===== src/rtl/rfs_pkg.sv =====
package rfs_pkg;
  typedef enum logic {
    SCAN_IDLE = 1'b0,
    SCAN_WAIT = 1'b1
  } scan_state_t;
endpackage


===== src/rtl/rfs_step_timer.sv =====
module rfs_step_timer #(
  parameter int DIV_W = 16
) (
  input  logic             clk,
  input  logic             rst_n,
  input  logic [DIV_W-1:0] div,
  output logic             tick
);
  logic [DIV_W-1:0] cnt_q, cnt_d;

  always_comb begin
    tick  = (cnt_q == div);
    cnt_d = tick ? '0 : cnt_q + 1'b1;
  end

  always_ff @(posedge clk or negedge rst_n) begin
    if (!rst_n) cnt_q <= '0;
    else        cnt_q <= cnt_d;
  end
endmodule


===== src/rtl/rfs_touch_map.sv =====
module rfs_touch_map #(
  parameter int ROW_W = 9
) (
  input  logic             clk,
  input  logic             rst_n,
  input  logic             set_en,
  input  logic [ROW_W-1:0] set_row,
  input  logic             clr_en,
  input  logic [ROW_W-1:0] clr_row,
  input  logic [ROW_W-1:0] rd_row,
  output logic             rd_bit
);
  localparam int ROWS = 1 << ROW_W;

  logic [ROWS-1:0] mark_q;

  for (genvar i = 0; i < ROWS; i++) begin : g_row
    logic set_hit, clr_hit;
    assign set_hit = set_en && (set_row == ROW_W'(i));
    assign clr_hit = clr_en && (clr_row == ROW_W'(i));
    // An access in the same cycle takes priority over the scan clear.
    always_ff @(posedge clk or negedge rst_n) begin
      if (!rst_n)       mark_q[i] <= 1'b0;
      else if (set_hit) mark_q[i] <= 1'b1;
      else if (clr_hit) mark_q[i] <= 1'b0;
    end
  end

  assign rd_bit = mark_q[rd_row];
endmodule


===== src/rtl/rfs_scan_ctrl.sv =====
module rfs_scan_ctrl
  import rfs_pkg::*;
#(
  parameter int ROW_W = 9,
  parameter int CNT_W = 16
) (
  input  logic             clk,
  input  logic             rst_n,
  input  logic             tick,
  input  logic             row_opened,
  input  logic             ack,
  output logic [ROW_W-1:0] scan_row,
  output logic             clr_en,
  output logic             req,
  output logic [ROW_W-1:0] req_row,
  output logic             miss,
  output logic [CNT_W-1:0] issued,
  output logic [CNT_W-1:0] skipped
);
  scan_state_t      st_q, st_d;
  logic [ROW_W-1:0] ptr_q, ptr_d, row_q, row_d;
  logic             miss_q, miss_d;
  logic [CNT_W-1:0] iss_q, iss_d, skp_q, skp_d;

  always_comb begin
    st_d   = st_q;
    ptr_d  = ptr_q;
    row_d  = row_q;
    miss_d = miss_q;
    iss_d  = iss_q;
    skp_d  = skp_q;
    clr_en = 1'b0;
    case (st_q)
      SCAN_IDLE: begin
        if (tick) begin
          if (row_opened) begin
            clr_en = 1'b1;
            ptr_d  = ptr_q + 1'b1;
            skp_d  = skp_q + 1'b1;
          end else begin
            st_d  = SCAN_WAIT;
            row_d = ptr_q;
            iss_d = iss_q + 1'b1;
          end
        end
      end
      SCAN_WAIT: begin
        if (tick) miss_d = 1'b1;
        if (ack) begin
          st_d  = SCAN_IDLE;
          ptr_d = ptr_q + 1'b1;
        end
      end
      default: st_d = SCAN_IDLE;
    endcase
  end

  always_ff @(posedge clk or negedge rst_n) begin
    if (!rst_n) begin
      st_q   <= SCAN_IDLE;
      ptr_q  <= '0;
      row_q  <= '0;
      miss_q <= 1'b0;
      iss_q  <= '0;
      skp_q  <= '0;
    end else begin
      st_q   <= st_d;
      ptr_q  <= ptr_d;
      row_q  <= row_d;
      miss_q <= miss_d;
      iss_q  <= iss_d;
      skp_q  <= skp_d;
    end
  end

  assign scan_row = ptr_q;
  assign req      = (st_q == SCAN_WAIT);
  assign req_row  = row_q;
  assign miss     = miss_q;
  assign issued   = iss_q;
  assign skipped  = skp_q;
endmodule


===== src/rtl/row_refresh_sched.sv =====
module row_refresh_sched #(
  parameter int ADDR_W  = 18,
  parameter int ROW_W   = 9,
  parameter int ROW_LSB = 0,
  parameter int DIV_W   = 16,
  parameter int CNT_W   = 16
) (
  input  logic              clk,
  input  logic              rst_n,
  input  logic [DIV_W-1:0]  step_div,
  input  logic              snoop_valid,
  input  logic [ADDR_W-1:0] snoop_addr,
  input  logic              refresh_ack,
  output logic              refresh_req,
  output logic [ROW_W-1:0]  refresh_row,
  output logic              deadline_miss,
  output logic [CNT_W-1:0]  refresh_count,
  output logic [CNT_W-1:0]  skip_count
);
  logic             rst_meta, rst_i;
  logic             tick, row_opened, clr_en;
  logic [ROW_W-1:0] scan_row, snoop_row;

  // Reset asserts at once and releases two edges after rst_n rises.
  always_ff @(posedge clk or negedge rst_n) begin
    if (!rst_n) begin
      rst_meta <= 1'b0;
      rst_i    <= 1'b0;
    end else begin
      rst_meta <= 1'b1;
      rst_i    <= rst_meta;
    end
  end

  assign snoop_row = snoop_addr[ROW_LSB +: ROW_W];

  rfs_step_timer #(.DIV_W(DIV_W)) u_timer (
    .clk(clk), .rst_n(rst_i), .div(step_div), .tick(tick)
  );

  rfs_touch_map #(.ROW_W(ROW_W)) u_map (
    .clk(clk), .rst_n(rst_i),
    .set_en(snoop_valid), .set_row(snoop_row),
    .clr_en(clr_en), .clr_row(scan_row),
    .rd_row(scan_row), .rd_bit(row_opened)
  );

  rfs_scan_ctrl #(.ROW_W(ROW_W), .CNT_W(CNT_W)) u_scan (
    .clk(clk), .rst_n(rst_i), .tick(tick), .row_opened(row_opened),
    .ack(refresh_ack), .scan_row(scan_row), .clr_en(clr_en),
    .req(refresh_req), .req_row(refresh_row), .miss(deadline_miss),
    .issued(refresh_count), .skipped(skip_count)
  );
endmodule


===== config.mk =====
export PLATFORM = sky130hd
export DESIGN_NAME = row_refresh_sched
export DESIGN_NICKNAME = d
export VERILOG_FILES = /design/src/rtl/rfs_pkg.sv /design/src/rtl/rfs_step_timer.sv /design/src/rtl/rfs_touch_map.sv /design/src/rtl/rfs_scan_ctrl.sv /design/src/rtl/row_refresh_sched.sv
export SDC_FILE = /design/constraint.sdc
export NUM_CORES = 1
export LEC_CHECK = 0
export BUFFER_PORTS_ARGS = -buffer_cell sky130_fd_sc_hd__buf_2
export CORE_ASPECT_RATIO = 1.5
export CORE_MARGIN = 8
export CORE_UTILIZATION = 55
export DETAILED_ROUTE_END_ITERATION = 7
export GPL_TIMING_DRIVEN = 0
export PLACE_DENSITY_LB_ADDON = 0.15
export REMOVE_ABC_BUFFERS = 1
export SETUP_SLACK_MARGIN = 0.3
export SYNTH_ARGS = -nofsm -noshare
export SYNTH_HDL_FRONTEND = slang
export SYNTH_SLANG_ARGS = --single-unit

===== constraint.sdc =====
create_clock -name clk -period 23.8 [get_ports clk]
set_input_delay 3.57 -clock clk [delete_from_list [all_inputs] [get_ports clk]]
set_output_delay 3.57 -clock clk [all_outputs]
set_load 0.01 [all_outputs]

==> results.md <==
* Clock tree from TritonCTS: yes
* Arrival time worst endpoint at 7.31 ns
* Overall Global Routing Usage at 32.2%
* Post-synth cell types at 64
* Number of enable-type register cells in the synthesized netlist at 0
* Worst-case register-to-register setup slack at 17.80 ns
* Max Cap Viol at 0
* Max Fanout on Critical Path at 17
* Final Net Count at 2683
* Category of the worst setup path launch point: primary input
* Sort of element at the end of the critical path: flop
* Routed vias/inst at 6.90
* Pleak at 13.3 nW
* Number of buffers created by CTS at 55
* I/O pin cnt at 81
* Average routed wire per standard cell at 28.6 um
* Clock root buffer: sky130_fd_sc_hd__clkbuf_16
* Cell Area, Synth at 28300 um2
* Number of cells traversed by the worst register-to-register path at 11
* Flip-flop and latch count after synthesis at 582
* PortBufs at 71
* Number of cells upsized or downsized after cts at 0
* Deepest level of the CTS H-tree at 2
* Count of cells along the worst hold path at 0
* Effective utilization at floorplan at 55.2%
* Post-CTS Setup Inserts at 0
* Maximum VDD drop at 53.4 uV
* Worst slack on hold paths at 0.352 ns
* Run status: finished clean
* RR Endpoint: u_map.mark_q[325]
* Fraction of the core area covered by cells at the end of the flow at 61.2%
* Worst flop-to-flop path startpoint: u_scan.scan_row[4]
* Critical Path End: u_scan.skipped[1]
* Total count of hold-check failures in the final report at 0
* Synth async-reset ratio at 100%
* Core box area at 51300 um2
* Vias after detailed routing at 23200
* Largest buffer count on any clock path at 3
* Mapped Avg Cell Area at 10.6 um2
* Unrepaired setup endpoints after global routing: no
* Number of buffers added to fix hold violations after cts at 0
* Final sum of negative setup slack at 0 ns
* Total number of placement rows at 102
* Number of max-slew violations in the final report at 0
* Max frequency at 147 MHz
* Clock Skews at 0.0276 ns
* Die W at 201 um
* Initial antenna violation count at 5
* Post-DRT Antenna Nets at 0
* Number of warnings reported in the yosys synthesis log at 0
* Share of cells above drive strength 1 at 13.7%
* Largest cells by area after synthesis: sky130_fd_sc_hd__dfrtp_1 (51%), sky130_fd_sc_hd__o21ai_0 (9.1%), sky130_fd_sc_hd__mux4_2 (7.6%)
* Detailed-placement wirelength estimate at 64000 um
* Clock sinks at 582
* Top FF cell, synth: sky130_fd_sc_hd__dfrtp_1
* Violation count after the first detailed-route iteration at 2337
* Final Wtd Congestion at 0.939
* Post-synthesis xor/xnor area fraction at 1.95%
* Worst skew pair latency at 0.61 ns
* Most instantiated library cell after synthesis: sky130_fd_sc_hd__dfrtp_1
* Period utilization at 28.6%
* Wire length reported by the detailed router at 96100 um
* Setup violation total in the final timing report at 0
* Overflow left after global routing at 0
* Share of cell area taken by muxes after synthesis at 11.0%
* Sequential element share of the synthesized area at 51.4%
* Maximum number of pins on one net before global-route repair at 73
* Req. time, crit path at 24.30 ns
* DIE AREA at 59200 um2
* Post-synthesis simple-gate area fraction at 11.5%
* DRC violation count after routing at 0
* CTS clk-pin slew, worst paths at 0.06 ns
* Proportion of netlist area held by the largest area contributor at 51.4%
* Pre-Repair DR Iteration Count at 6
* Combinational family with the most area after synthesis: compound AO/OA/AOI/OAI gates
* Adder-cell share of the synthesized area at 0.398%
* Height of the die at 294 um
* Period minus WS final at 6.81 ns
* Library cell with the largest summed area after synthesis: sky130_fd_sc_hd__dfrtp_1
* Area growth from synthesis to layout at 10.8%
* Pwr/cell area at 70.6 nW/um2
* Global-route wire length before repair at 146000 um
* Leading cell types by count after synthesis: sky130_fd_sc_hd__dfrtp_1 (582), sky130_fd_sc_hd__o21ai_0 (515), sky130_fd_sc_hd__nand2_1 (386)
* Slew headroom at 9.81%
* Classification of the worst-slack hold path: flop to flop
* Gate count after technology mapping at 2666
* Worst setup path startpoint: step_div[9]
* Area fraction in compound gates after synthesis at 19.7%
* Fill cell count at 4205
* Via count of the first global-routing pass at 23600
* Slew of the pin with the lowest slew margin at 1.35 ns
* Type of the setup path with the least slack: primary input to flop
[per-layer routing]
metal	vias to the layer above	GRT usage (%)	wire, um
li1	9679	-	-
met1	11700	37.4	33600
met2	1399	52.4	46000
met3	390	6.50	8260
met4	0	24.7	8260
met5	-	0	0
[cells in the final DEF, fill, tap and decap left out, drive strengths merged, types with 16 or more instances in the layout]
| cell type | instances |
|---|---|
| xnor2 | 46 |
| and2 | 16 |
| nand4 | 30 |
| nor3 | 24 |
| a22o | 228 |
| nand2 | 386 |
| mux2i | 73 |
| buf | 123 |
| clkbuf | 86 |
| o21ai | 522 |
| xor2 | 17 |
| a22oi | 26 |
| o2bb2ai | 36 |
| nor2 | 123 |
| inv | 16 |
| nand3 | 65 |
| mux4 | 100 |
| dfrtp | 582 |
[cell type report]
cell class	instances	area, um2	share of cell area, %
Antenna cell	4	10.0	0.0319
Clock buffer	86	1630	5.21
Clock inverter	16	201	0.642
Inverter	18	67.6	0.215
Multi-Input combinational cell	1856	12700	40.6
Sequential cell	582	14600	46.5
Tap cell	676	846	2.69
Timing Repair Buffer	123	1310	4.19
[how the worst min path moves through the flow]
stage / start / endpoint
CTS: rst_meta / rst_i
finish: rst_meta / rst_i
floorplan: rst_meta / rst_i
global route: rst_meta / rst_i
detailed placement: rst_meta / rst_i
global placement: rst_meta / rst_i
[stage by stage]
| stage | cells | setup WS, ns | total power [mW] | area, um2 |
|---|---|---|---|---|
| after floorplan | 2456 | 6.38 | 1.24 | 27300 |
| after CTS | 3355 | 16.99 | 2.22 | 31300 |
| after global routing | 3359 | 16.67 | 2.28 | 31400 |
| final | 3361 | 16.99 | 2.22 | 31400 |
| after global placement | 3203 | 0.762 | 1.32 | 28500 |
| after detailed placement | 3253 | 16.39 | 1.32 | 29500 |
[critical path: stages]
cell and delay [ns]:
sky130_fd_sc_hd__buf_2 0.11, sky130_fd_sc_hd__xnor2_1 0.15, sky130_fd_sc_hd__nand4_1 0.16, sky130_fd_sc_hd__nor4_4 0.67, sky130_fd_sc_hd__buf_6 0.24, sky130_fd_sc_hd__nand2_1 0.36, sky130_fd_sc_hd__nor3_1 0.56, sky130_fd_sc_hd__nor3b_4 0.84
sky130_fd_sc_hd__buf_8 0.26, sky130_fd_sc_hd__mux2_2 0.35
[state kept, by name, indices dropped and copies added (netlist names)]
name             flops
rst_i                1
rst_meta             1
u_map.mark_q       512
u_scan.issued       16
u_scan.miss          1
u_scan.req           1
u_scan.req_row       9
u_scan.scan_row      9
u_scan.skipped      16
u_timer.cnt_q       16
[cells by family (layout without fill, tap and decap cells)]
logic type,count (synthesis),after routing
compound gates,869,869
buf+inv,228,243
other cells,1,5
simple gates,730,730
flops,582,582
xor+xnor,63,63
fa+ha+maj,9,9
mux,184,184
[where the power goes]
group	leakage [nW]	internal, mW	switching, mW
sequential	7.98	1.04	0.0449
clock	0.902	0.515	0.391
combinational	4.40	0.0937	0.137
No activity file was read; power rests on OpenSTA's default activity.
